==> src/rtl/dcc_ser_pkg.sv <==
package dcc_ser_pkg;

    // Controller states of the byte serializer
    typedef enum logic [1:0] {
        ST_SENDING   = 2'd0,   // counter below top, shifting bits
        ST_LAST_BIT  = 2'd1,   // last bit of byte on the line, awaiting commit
        ST_LOAD_PEND = 2'd2,   // byte committed, load on next rising strobe
        ST_STARVED   = 2'd3    // no byte was ready, zero bit being sent
    } ser_state_e;

endpackage

==> src/rtl/dcc_ready_sync.sv <==
// Synchronizer for the host's byte-available signal, with a clear
// that holds every stage low while a load is pending.
module dcc_ready_sync #(
    parameter int STAGES = 1
) (
    input  logic clk,
    input  logic rst,
    input  logic clear,
    input  logic async_in,
    output logic ready_o
);

    logic [STAGES-1:0] chain_q;

    generate
        if (STAGES == 1) begin : g_single
            always_ff @(posedge clk) begin
                if (rst || clear) chain_q <= '0;
                else              chain_q <= async_in;
            end
        end else begin : g_multi
            always_ff @(posedge clk) begin
                if (rst || clear) chain_q <= '0;
                else              chain_q <= {chain_q[STAGES-2:0], async_in};
            end
        end
    endgenerate

    assign ready_o = chain_q[STAGES-1];

endmodule

==> src/rtl/dcc_bit_counter.sv <==
// Bit position counter: preset on load, saturating increment on advance.
module dcc_bit_counter #(
    parameter int BYTE_W = 8,
    localparam int CNT_W = $clog2(BYTE_W) + 1
) (
    input  logic             clk,
    input  logic             rst,
    input  logic             preset,
    input  logic             advance,
    output logic [CNT_W-1:0] cnt_o,
    output logic             at_top_o
);

    localparam logic [CNT_W-1:0] TOP    = {CNT_W{1'b1}};
    localparam logic [CNT_W-1:0] PRESET = CNT_W'((1 << CNT_W) - BYTE_W);

    logic [CNT_W-1:0] cnt_q;

    always_ff @(posedge clk) begin
        if (rst)                          cnt_q <= TOP;
        else if (preset)                  cnt_q <= PRESET;
        else if (advance && cnt_q != TOP) cnt_q <= cnt_q + 1'b1;
    end

    assign cnt_o    = cnt_q;
    assign at_top_o = (cnt_q == TOP);

endmodule

==> src/rtl/dcc_shifter.sv <==
// Parallel-load shift register, zero fed at the serial end.
module dcc_shifter #(
    parameter int BYTE_W = 8
) (
    input  logic              clk,
    input  logic              rst,
    input  logic              load,
    input  logic              shift,
    input  logic [BYTE_W-1:0] din,
    output logic              msb_o
);

    logic [BYTE_W-1:0] sh_q;

    always_ff @(posedge clk) begin
        if (rst)        sh_q <= '0;
        else if (load)  sh_q <= din;
        else if (shift) sh_q <= {sh_q[BYTE_W-2:0], 1'b0};
    end

    assign msb_o = sh_q[BYTE_W-1];

endmodule

==> src/rtl/dcc_byte_serializer.sv <==
module dcc_byte_serializer
    import dcc_ser_pkg::*;
#(
    parameter int BYTE_W      = 8,
    parameter int SYNC_STAGES = 1
) (
    input  logic              clk,
    input  logic              rst,
    input  logic              wave_rise,
    input  logic              wave_fall,
    output logic              tx_bit,
    input  logic [BYTE_W-1:0] host_data,
    input  logic              host_avail,
    output logic              host_ack,
    input  logic              arm_scope,
    output logic              scope_trig,
    input  logic              clr_underflow_n,
    output logic              underflow
);

    localparam int              CNT_W = $clog2(BYTE_W) + 1;
    localparam logic [CNT_W-1:0] PENULT = {{(CNT_W-1){1'b1}}, 1'b0};

    ser_state_e       state_q, state_d;
    logic [CNT_W-1:0] cnt;
    logic             cnt_top;
    logic             ready;
    logic             do_load;
    logic             commit;
    logic             starve;
    logic             arm_q;
    logic             scope_q;
    logic             ack_q;
    logic             uf_q;

    // Event decode
    assign do_load = (state_q == ST_LOAD_PEND) && wave_rise;
    assign commit  = (state_q == ST_LAST_BIT) && wave_fall && ready;
    assign starve  = (state_q == ST_LAST_BIT) && wave_fall && !ready;

    dcc_ready_sync #(
        .STAGES (SYNC_STAGES)
    ) i_sync (
        .clk      (clk),
        .rst      (rst),
        .clear    (state_q == ST_LOAD_PEND),
        .async_in (host_avail),
        .ready_o  (ready)
    );

    dcc_bit_counter #(
        .BYTE_W (BYTE_W)
    ) i_cnt (
        .clk      (clk),
        .rst      (rst),
        .preset   (do_load),
        .advance  (wave_rise && !do_load),
        .cnt_o    (cnt),
        .at_top_o (cnt_top)
    );

    dcc_shifter #(
        .BYTE_W (BYTE_W)
    ) i_shift (
        .clk   (clk),
        .rst   (rst),
        .load  (do_load),
        .shift (wave_rise && !do_load),
        .din   (host_data),
        .msb_o (tx_bit)
    );

    // State register
    always_ff @(posedge clk) begin
        if (rst) state_q <= ST_LAST_BIT;
        else     state_q <= state_d;
    end

    // Next-state logic
    always_comb begin
        state_d = state_q;
        unique case (state_q)
            ST_SENDING: begin
                if (wave_rise && (cnt == PENULT || cnt_top))
                    state_d = ST_LAST_BIT;
            end
            ST_LAST_BIT: begin
                if (wave_fall)
                    state_d = ready ? ST_LOAD_PEND : ST_STARVED;
            end
            ST_LOAD_PEND: begin
                if (wave_rise)
                    state_d = ST_SENDING;
            end
            ST_STARVED: begin
                if (wave_rise)
                    state_d = ST_LAST_BIT;
            end
            default: state_d = ST_LAST_BIT;
        endcase
    end

    // Registered outputs
    always_ff @(posedge clk) begin
        if (rst) begin
            ack_q   <= 1'b0;
            uf_q    <= 1'b0;
            arm_q   <= 1'b0;
            scope_q <= 1'b0;
        end else begin
            ack_q <= do_load;
            uf_q  <= starve | (uf_q & clr_underflow_n);
            if (do_load)        arm_q <= 1'b0;
            else if (arm_scope) arm_q <= 1'b1;
            if (do_load)              scope_q <= 1'b0;
            else if (commit && arm_q) scope_q <= 1'b1;
        end
    end

    assign host_ack   = ack_q;
    assign underflow  = uf_q;
    assign scope_trig = scope_q;

endmodule

==> config.mk <==
export PLATFORM = sky130hd
export DESIGN_NAME = dcc_byte_serializer
export DESIGN_NICKNAME = d
export VERILOG_FILES = /design/src/rtl/dcc_ser_pkg.sv /design/src/rtl/dcc_ready_sync.sv /design/src/rtl/dcc_bit_counter.sv /design/src/rtl/dcc_shifter.sv /design/src/rtl/dcc_byte_serializer.sv
export SDC_FILE = /design/constraint.sdc
export NUM_CORES = 1
export LEC_CHECK = 0
export BUFFER_PORTS_ARGS = -buffer_cell sky130_fd_sc_hd__buf_4
export CORE_MARGIN = 2
export CORE_UTILIZATION = 48
export DETAILED_ROUTE_END_ITERATION = 6
export PLACE_DENSITY = 0.76
export SLEW_MARGIN = 30
export SYNTH_ARGS = -nofsm -noshare
export SYNTH_HDL_FRONTEND = slang
export SYNTH_HIERARCHICAL = 1
export SYNTH_SLANG_ARGS = --single-unit
==> constraint.sdc <==
create_clock -name clk -period 1.8 [get_ports clk]
set_input_delay 0.54 -clock clk [delete_from_list [all_inputs] [get_ports clk]]
set_output_delay 0.54 -clock clk [all_outputs]
set_load 0.05 [all_outputs]
-- Word level (Yosys, flattened, before mapping)
Cells that the tools add are included.
Widths: inputs -> output; s select.
- register bits after elaboration: 19
- input port bits: 15
- output and inout bits: 4
- logic and storage cells: 49
- add/sub/neg operators: 1
- equality and inequality tests: 10
- muxes and demuxes: 10
- bitwise operators: 2
- reduce and logical (&&, ||, !) cells: 17
- operators by type and width (cell ; count):
    $mux 8 ; 2
    $eq 4x4->1 const B ; 2
    $logic_and 1x1->1 ; 8
    $mux 2 ; 4
    $ne 2x2->1 const B ; 4
    $pmux 2 s4 ; 1
    $mux 3 ; 2
    $add 4x1->4 const B ; 1
    $eq 2x2->1 const B ; 2
    $ne 4x4->1 const B ; 1
    $reduce_and 4->1 ; 1
    $reduce_bool 2->1 ; 2
    $eq 2x1->1 const B ; 1
    $logic_not 1->1 ; 2
    $logic_not 2->1 ; 1
    $logic_or 1x1->1 ; 2
    $reduce_or 2->1 ; 1
    $and 1x1->1 ; 1
    $mux 1 ; 1
    $or 1x1->1 ; 1

-- Depth between registers and ports, before layout
Gate-level depths: netlist of run 1.
- depth after elaboration: 7
- mapped depth: 5
- gate-level depth less buffers: 5

-- Hierarchy
Netlist of run 1, hierarchy kept.
- modules (own cells, without submodules) (module ; instances ; cells an instance ; area each (um2) ; seq. area each (um2)):
    dcc_shifter ; 1 ; 35 ; 369.1 ; 160.2
    dcc_byte_serializer ; 1 ; 26 ; 265.3 ; 120.1
    dcc_bit_counter ; 1 ; 24 ; 210.2 ; 80.1
    dcc_ready_sync ; 1 ; 2 ; 32.5 ; 20.0

-- Worst setup path after synthesis of run 1
OpenSTA, ideal clock, no wires.
- path kind: reg-to-reg
- from: register state_q[1]
- to: register i_shift.sh_q[0]
- setup time: 70 ps
- data arrival time: 1374 ps
- required time: 1730 ps
- setup slack: 356 ps
- stages on the path, launching flop included: 6
- buffers on the path: 1
- clock period less this slack: 1444 ps
- path through: dfxtp_1 nor2b_2 and2b_1 buf_6 or3b_1 a21oi_1
- cells in the longest elaborated chain, start to end: 5
- elaborated cells on any way between the ends: 6
- classes of those cells: 1 x eq/ne; 1 x mux; 4 x reduce/logical
- ends and longest elaborated chain (element ; RTL line ; RTL):
    start: declaration ; dcc_byte_serializer.sv:24 ; ser_state_e state_q, state_d;
    start signal: assignment ; dcc_byte_serializer.sv:76 ; else state_q <= state_d;
    $eq 2x2->1 (*) ; dcc_byte_serializer.sv:37 ; assign do_load = (state_q == ST_LOAD_PEND) && wave_rise;
    $logic_and 1x1->1 (*) ; dcc_byte_serializer.sv:37 ;
    $logic_not 1->1 ; dcc_byte_serializer.sv:68 ; .shift (wave_rise && !do_load),
    $logic_and 1x1->1 ; dcc_byte_serializer.sv:68 ;
    $reduce_bool 2->1 (no source line) ; - ;
    end signal: assignment ; dcc_shifter.sv:17 ; else if (load) sh_q <= din;
    end signal: assignment ; dcc_shifter.sv:18 ; else if (shift) sh_q <= {sh_q[BYTE_W-2:0], 1'b0};
    end: declaration ; dcc_shifter.sv:13 ; logic [BYTE_W-1:0] sh_q;
Every way passes the cells marked *; elsewhere a longest branch is shown, timed or not.
A chain may end at the register's enable or synchronous reset.

-- Final worst setup path of run 1
- from: register state_q[1]
- to: register i_shift.sh_q[5]
Same word-level chain as after synthesis.

==> results of run 1 <==
-- layer usage --
metal	global-route usage	wire length, um	vias to the layer above
met2	0.283	755	16
met1	0.247	753	316
met5	0	0	-
met3	0.0346	80	2
met4	0.0389	14	0
li1	-	-	360
-- per-stage QoR --
step / util / instances
after global placement: 0.596 / 129
after detailed placement: 0.596 / 129
final: 0.612 / 133
after global routing: 0.612 / 133
after floorplan: - / 87
after CTS: 0.612 / 133
-- logic make-up after synthesis --
logic type / share of synthesized area
AND/OR/NAND/NOR: 0.258
buffers and inverters: 0.0456
AO/OA/AOI/OAI: 0.168
adder cells (fa/ha/maj): 0.0143
multiplexers: 0.0799
flip-flops: 0.434
-- power breakdown --
part           internal (mW)  leakage (nW)  switching, mW  total (mW)
registers              0.478         0.155         0.0577       0.535
logic                  0.141         0.269          0.170       0.311
clock network         0.0857        0.0150          0.116       0.202
-- worst reg2reg max path, cell delays in order (launching register included) --
cell and delay, ps:
dfxtp_1 390, nor2b_2 210, and2b_1 280, buf_4 210, mux2i_1 130, a211oi_1 240
-- sequential cells by signal, summed over array words and instances, names as in the netlist --
signal          cells
i_shift/sh_q        8
i_cnt/cnt_o         4
state_q             2
arm_q               1
host_ack            1
i_sync/ready_o      1
scope_trig          1
underflow           1
-- layout make-up --
| type | count | share of cell area |
|---|---|---|
| multi-input combinational | 61 | 0.432 |
| sequential | 19 | 0.360 |
| timing repair buffer | 19 | 0.135 |
| tap | 25 | 0.0296 |
| clock buffer | 4 | 0.0249 |
| inverter | 5 | 0.0178 |
-- how the worst min path moves through the flow --
| stage | from | end | depth (start not counted) |
|---|---|---|---|
| final | arm_scope | arm_q | 3 |
| after global routing | arm_scope | arm_q | 3 |
| after CTS | arm_scope | arm_q | 3 |
| after detailed placement | underflow | underflow | 2 |
| after global placement | underflow | underflow | 2 |
| after floorplan | arm_q | arm_q | 2 |
-- synthesized netlist by cell type, drive strengths merged --
cell type	count
nor3b	3
o21bai	2
nor3	2
and2b	2
a21o	1
inv	5
nand4	2
ha	1
a31o	1
a31oi	1
nand3b	2
o21ai	3
clkdlybuf4s18	1
nand4b	1
nor2	3
nand2	2
a211oi	7
dfxtp	19
or3	1
mux2i	7
nor2b	8
a21oi	3
or3b	1
a2bb2oi	1
or2b	1
and4b	1
nand3	2
buf	1
and2	1
a41oi	1
o311ai	1
==> results.md, run 1 <==
- Status: finished clean
- Clk buf depth: 2
- Routed WL: 1.61 mm
- Total Routing Usage GR: 0.176
- Drt drc: 0
- First-pass GRT wire length: 2.78 mm
- Reg-to-reg slack, setup: 260 ps
- Design Area, Final: 0.00106 sq mm
- Final hold vios: 0
- Setup TNS: 0 ps
- DP Area: 0.00103 sq mm
- Worst endpoint data arrival time: 1740 ps
- Critical path depth: 5
- Most frequent cells in the layout: 19 x dfxtp_1, 19 x buf_4, 7 x mux2i_1, 7 x nor2b_1, 7 x a211oi_1
- Setup-failing EPs final: 0
- Chip width: 46.7 um
- Latest clock arrival within the worst-skew pair: 280 ps
- Flops & latches, synth: 19
- Area of the mapped netlist: 877 sq um
- Avg Inst Size Synth: 10.1 sq um
- Nature of the critical path endpoint: flip-flop
- Vias: 694
- Vias in the first global route: 637
- Worst hold path type: input port to flip-flop
- Max-slew violations: 0
- Worst R2R Path Depth: 5
- Area leader, netlist: dfxtp_1
- Yosys top cell area share: 0.434
- Worst-path cell chain: nor2b_2 -> and2b_1 -> buf_4 -> mux2i_1 -> a211oi_1
- Worst Setup EP: i_shift/sh_q[5]
- Synth area leaders: dfxtp_1 43%, mux2i_1 8.0%, a211oi_1 6.0%
- Core box area: 0.00173 sq mm
- Number of DRC markers in iteration 0: 18
- Initial antenna violation count: 0
- Hold Buf Count CTS: 0
- Post-Syn Nets: 103
- Fillers: 163
- Drt pass-1 iters: 4
- CTS buffer count: 3
- # diodes: 0
- Postcts setup bufs: 0
- Startpoint types: flip-flop
- Crit-path max cell delay: 390 ps
- Starting Density: 0.508
- Post-CTS Resized: 0
- Yosys Warn Count: 6
- Fmax: 648 MHz
- Remaining antenna violation count after routing: 0
- Total Power: 1.05 mW
- Syn Inst Count: 87
- Die area: 0.00219 sq mm
- Max_slew headroom: 0.815
- Share of cells above drive strength 1: 0.287
- Crit path max-delay family: simple AND/OR/NAND/NOR gates
- Crit path time final: 1540 ps
- Reg-to-reg critical path startpoint: state_q[1]
- Routed wire length per instance: 12.1 um
- Worst slew pin tran: 274 ps
- Final WS setup: 256 ps
- Leak: 0.439 nW
- Grt total ovfl: 0
- FP Rows: 15
- Final hold slack: 485 ps
- I/O Buffers: 18
- Crit-path slowest cell: dfxtp_1
- Largest net degree at the start of global routing: 20
- Clock skew: 2.63 ps
- CTS H-tree lvls: 1
- CP bufs+invs: 1
- Register area: 380 sq um
- Peak supply drop: 1.06 mV
- Clk pin slew, worst setup/hold paths: 100 ps
- Worst Path Max Fanout: 8
- CTS tree: done
- Register area share after synthesis: 0.434
- I/O pin cnt: 19
- Crit path kind: flip-flop to flip-flop
- CTS Root Cell: clkbuf_4
- GP Congestion: 0.690
- Pre-CTS WS: 216 ps
- Vias/cell: 5.22
- Origin of the worst setup path: state_q[1]
- Max-Cap Viols: 0
- Worst EP required: 1990 ps
- HPWL after DPL: 1.16 mm
- PwrDens: 993 mW/mm^2
- Final #Nets: 125
- Worst R2R End: i_shift/sh_q[5]
- Vert. Die Dim: 46.7 um
- Final period utilization: 0.858
- RSZ-0062 raised after global routing: no
- Layout area overhead: 20.4%
- Synth cell types: 36
- Area of the multi-input gates: 457 sq um
- TritonCTS Sinks: 19
Power figures use the tool's default switching activity.
==> run 2, diff against run 1 <==
--- a/config.mk
+++ b/config.mk
@@ -7,5 +7,6 @@
 export LEC_CHECK = 0
-export BUFFER_PORTS_ARGS = -buffer_cell sky130_fd_sc_hd__buf_4
+export BUFFER_PORTS_ARGS = -buffer_cell sky130_fd_sc_hd__buf_2
 export CORE_MARGIN = 2
 export CORE_UTILIZATION = 48
+export CTS_CLUSTER_DIAMETER = 100
 export DETAILED_ROUTE_END_ITERATION = 6
--- a/constraint.sdc
+++ b/constraint.sdc
@@ -3,2 +3,2 @@
 set_output_delay 0.54 -clock clk [all_outputs]
-set_load 0.05 [all_outputs]
+set_load 0.01 [all_outputs]
==> results.md, run 2 (same netlist as run 1, synthesis figures left out) <==
- Fillers: 173
- Worst EP required: 2010 ps
- Worst endpoint data arrival time: 1770 ps
- Crit-path slowest cell: dfxtp_1
- CTS H-tree lvls: 1
- Final #Nets: 125
- Final hold vios: 0
- I/O pin cnt: 19
- Post-CTS Resized: 0
- Clk pin slew, worst setup/hold paths: 110 ps
- PwrDens: 1030 mW/mm^2
- Status: finished clean
- Fmax: 642 MHz
- DR top layer: met4
- Pre-CTS WS: 238 ps
- Chip width: 46.7 um
- Postcts setup bufs: 0
- Sw frac: 0.339
- Hold Buf Count CTS: 0
- Crit path kind: flip-flop to flip-flop
- Vert. Die Dim: 46.7 um
- Worst-path cell chain: nor2b_2 -> and2b_1 -> buf_4 -> mux2i_1 -> a211oi_1
- Nature of the critical path endpoint: flip-flop
- Reg power frac: 0.515
- Worst slew pin tran: 348 ps
- Vias in the first global route: 608
- Setup TNS: 0 ps
- Combinational share of power: 0.281
- WL met3: 62 um
- Routed wire length per instance: 12.3 um
- Max-Cap Viols: 0
- Sw Pwr: 0.354 mW
- Die area: 0.00219 sq mm
- GP Congestion: 0.760
- Crit-path max cell delay: 390 ps
- Total Routing Usage GR: 0.171
- Clk network pwr share: 0.203
- CTS buffer count: 3
- Final WS setup: 243 ps
- CP bufs+invs: 1
- Grt total ovfl: 0
- Flip-flop count of the largest register after layout: 8
- First-pass GRT wire length: 2.61 mm
- RSZ-0062 raised after global routing: no
- Vias/cell: 5.33
- Routed WL: 1.64 mm
- Share of cells above drive strength 1: 0.296
- Total Power: 1.04 mW
- CTS Root Cell: clkbuf_4
- Max_slew headroom: 0.768
- Layout area overhead: 15.4%
- Commonest non-fill, non-tap cell in the layout: dfxtp_1
- Number of DRC markers in iteration 0: 25
- CTS tree: done
- HPWL after DPL: 1.15 mm
- Final period utilization: 0.865
- DP Cell Count: 129
- Leak: 0.430 nW
- Core box area: 0.00173 sq mm
- Remaining antenna violation count after routing: 0
- Largest net degree at the start of global routing: 20
- Setup-failing EPs final: 0
- Initial antenna violation count: 0
- Vias: 709
- Clock skew: 1.31 ps
- Startpoint types: flip-flop
- Worst hold path type: input port to flip-flop
- Post-Layout Cell Count: 133
- I/O Buffers: 18
- Internal: 0.690 mW
- Most frequent cells in the layout: 19 x dfxtp_1, 18 x buf_2, 7 x mux2i_1, 7 x nor2b_1, 7 x a211oi_1
- Starting Density: 0.508
- Max-slew violations: 0
- Latest clock arrival within the worst-skew pair: 290 ps
- Worst Path Max Fanout: 8
- Register name with the most flops: i_shift/sh_q
- Crit path time final: 1560 ps
- TritonCTS Sinks: 19
- FP Rows: 15
- # diodes: 0
- Drt pass-1 iters: 4
- Met1 WL: 783 um
- Crit path max-delay family: simple AND/OR/NAND/NOR gates
- Clk buf depth: 2
- Peak supply drop: 0.757 mV
- Drt drc: 0
- WL met2: 773 um
==> run 2: cell type report <==
type	instances	area, sq um	share of cell area
Tap cell	25	31.3	0.0309
Clock buffer	3	22.5	0.0222
Clock inverter	1	5.00	0.00494
Inverter	5	18.8	0.0185
Multi-Input combinational cell	61	457	0.451
Timing Repair Buffer	19	97.6	0.0964
Sequential cell	19	380	0.376
==> run 2: stage by stage <==
step                 util  area, sq um  hold WS [ps]
floorplan               -          877           468
global placement    0.570          985           460
detailed placement  0.570          985           486
CTS                 0.586         1010           463
global route        0.586         1010           478
finish              0.586         1010           473
==> run 2: final timing paths <==
check                  start         endpoint  slack (ps)  cells past startpoint
max               state_q[1]  i_shift/sh_q[6]         240                      5
min          clr_underflow_n        underflow         470                      3
max reg2reg       state_q[1]  i_shift/sh_q[6]         240                      5
min reg2reg        underflow        underflow         500                      2
==> run 2: power by group through the flow <==
stage                     combinational (mW)  clock, mW  sequential, mW
after floorplan                        0.224          0           0.532
after global placement                 0.275          0           0.539
after detailed placement               0.287          0           0.546
after CTS                              0.291      0.225           0.536
after global routing                   0.331      0.240           0.545
final                                  0.294      0.212           0.538
==> run 2: worst register-to-register path, cell delays in order, from the launching register on <==
cell and delay, ps:
dfxtp_1 390, nor2b_2 230, and2b_1 290, buf_4 210
mux2i_1 120, a211oi_1 240
==> run 2: metal layers <==
layer / vias up / track usage
li1: 359 / -
met1: 331 / 0.219
met2: 17 / 0.267
met3: 2 / 0.0346
met4: 0 / 0.100
met5: - / 0
==> run 3, diff against run 2 <==
- clock period: 1.8 -> 1.5 ns (I/O delays scaled with it)
==> results.md, run 3 (same netlist as run 1, synthesis figures left out) <==
- Status: finished clean
- Origin of the worst setup path: state_q[1]
- Drt drc: 0
- Setup-failing EPs final: 0
- Worst EP required: 1700 ps
- Reg-to-reg slack, setup: 90 ps
- CTS Root Cell: clkbuf_4
- Flip-flop count of the largest register after layout: 8
- Crit path time final: 1410 ps
- Worst hold path type: input port to flip-flop
- Nature of the critical path endpoint: flip-flop
- Crit path kind: flip-flop to flip-flop
- Vert. Die Dim: 46.7 um
- Drt pass-1 iters: 4
- Vias in the first global route: 663
- Chip width: 46.7 um
- Latest clock arrival within the worst-skew pair: 280 ps
- I/O pin cnt: 19
- Remaining antenna violation count after routing: 0
- Clk pin slew, worst setup/hold paths: 110 ps
- Vias: 709
- Post-Layout Cell Count: 137
- Final hold vios: 0
- Layout area overhead: 20.1%
- Routed WL: 1.78 mm
- DP Cell Count: 132
- Total Routing Usage GR: 0.180
- Total Power: 1.27 mW
- Final hold slack: 388 ps
- Worst Path Max Fanout: 7
- CTS buffer count: 3
- GP Congestion: 0.752
- Worst-path cell chain: nor2b_4 -> and2b_2 -> buf_4 -> mux2i_1 -> a211oi_1
- Starting Density: 0.508
- Worst Setup EP: i_shift/sh_q[7]
- Max_slew headroom: 0.753
- Core box area: 0.00173 sq mm
- Crit-path slowest cell: dfxtp_2
- Largest net degree at the start of global routing: 20
- Most frequent cells in the layout: 18 x dfxtp_1, 18 x buf_2, 7 x mux2i_1, 7 x nor2b_1, 6 x a211oi_1
- Worst slew pin tran: 371 ps
- Clock skew: 6.84 ps
- Vias/cell: 5.18
- Fillers: 158
- CTS H-tree lvls: 1
- Util after Layout: 0.610
- Reg-to-reg critical path startpoint: state_q[1]
- Max-slew violations: 0
- Clk buf depth: 2
- Worst R2R Path Depth: 5
- Share of cells above drive strength 1: 0.339
- First-pass GRT wire length: 2.84 mm
- Crit-path max cell delay: 360 ps
- Setup TNS: 0 ps
- Peak supply drop: 1.10 mV
- Worst R2R End: i_shift/sh_q[7]
- CTS tree: done
- Final #Nets: 129
- PwrDens: 1200 mW/mm^2
- HPWL after DPL: 1.28 mm
- Grt total ovfl: 0
- # diodes: 0
- Final period utilization: 0.940
- I/O Buffers: 18
- Fmax: 709 MHz
- Max-Cap Viols: 0
- Initial antenna violation count: 0
- Worst endpoint data arrival time: 1610 ps
- Number of DRC markers in iteration 0: 8
- Routed wire length per instance: 13.0 um
- Leak: 0.450 nW
- Startpoint types: flip-flop
- FP Rows: 15
- Die area: 0.00219 sq mm
- TritonCTS Sinks: 19
- Register name with the most flops: i_shift/sh_q
## run 3: final cells by class
cell class,count,area (sq um),share of cell area
Sequential cell,19,382,0.362
Tap cell,25,31.3,0.0297
Clock buffer,4,26.3,0.0249
Timing Repair Buffer,23,128,0.121
Inverter,5,18.8,0.0178
Multi-Input combinational cell,61,468,0.444
## run 3: worst min-delay path by stage
stage | startpoint | end | depth (start not counted)
global route | host_avail | i_sync/ready_o | 2
finish | clr_underflow_n | underflow | 3
global placement | underflow | underflow | 2
floorplan | arm_q | arm_q | 2
CTS | clr_underflow_n | underflow | 3
detailed placement | underflow | underflow | 2
## run 3: worst max-delay path, delay by kind of cell (launching register included)
kind	cells	cell delay (ps)
flops	1	360
buf+inv	1	190
simple gates	2	440
mux	1	120
compound gates	1	220
## run 3: metal layers
layer  share of wire  vias to the layer above  GRT usage
li1                -                      367          -
met1            0.45                      325      0.235
met2            0.51                       15      0.306
met3           0.039                        2     0.0346
met4          0.0067                        0     0.0500
met5               0                        -          0
## run 3: where the power goes
| group | internal, mW | leakage (nW) | switching, mW | total [mW] |
|---|---|---|---|---|
| Clock | 0.103 | 0.0150 | 0.144 | 0.248 |
| Combinational | 0.172 | 0.280 | 0.208 | 0.380 |
| Sequential | 0.574 | 0.155 | 0.0656 | 0.639 |
## run 3: repair_timing
action,4_1_cts,5_1_grt
hold buffers,0,0
resized for setup,1,3
setup endpoints to repair,3,9
gates cloned,0,0
buffers inserted,0,1
## run 3: metrics by stage
| step | setup slack [ps] | area, sq um |
|---|---|---|
| 4_1_cts | 23.2 | 1040 |
| 3_3_place_gp | 106 | 1010 |
| 2_1_floorplan | 56.0 | 877 |
| 5_1_grt | -9.01 | 1050 |
| 3_5_place_dp | 4.76 | 1010 |
| 6_report | 90.0 | 1050 |
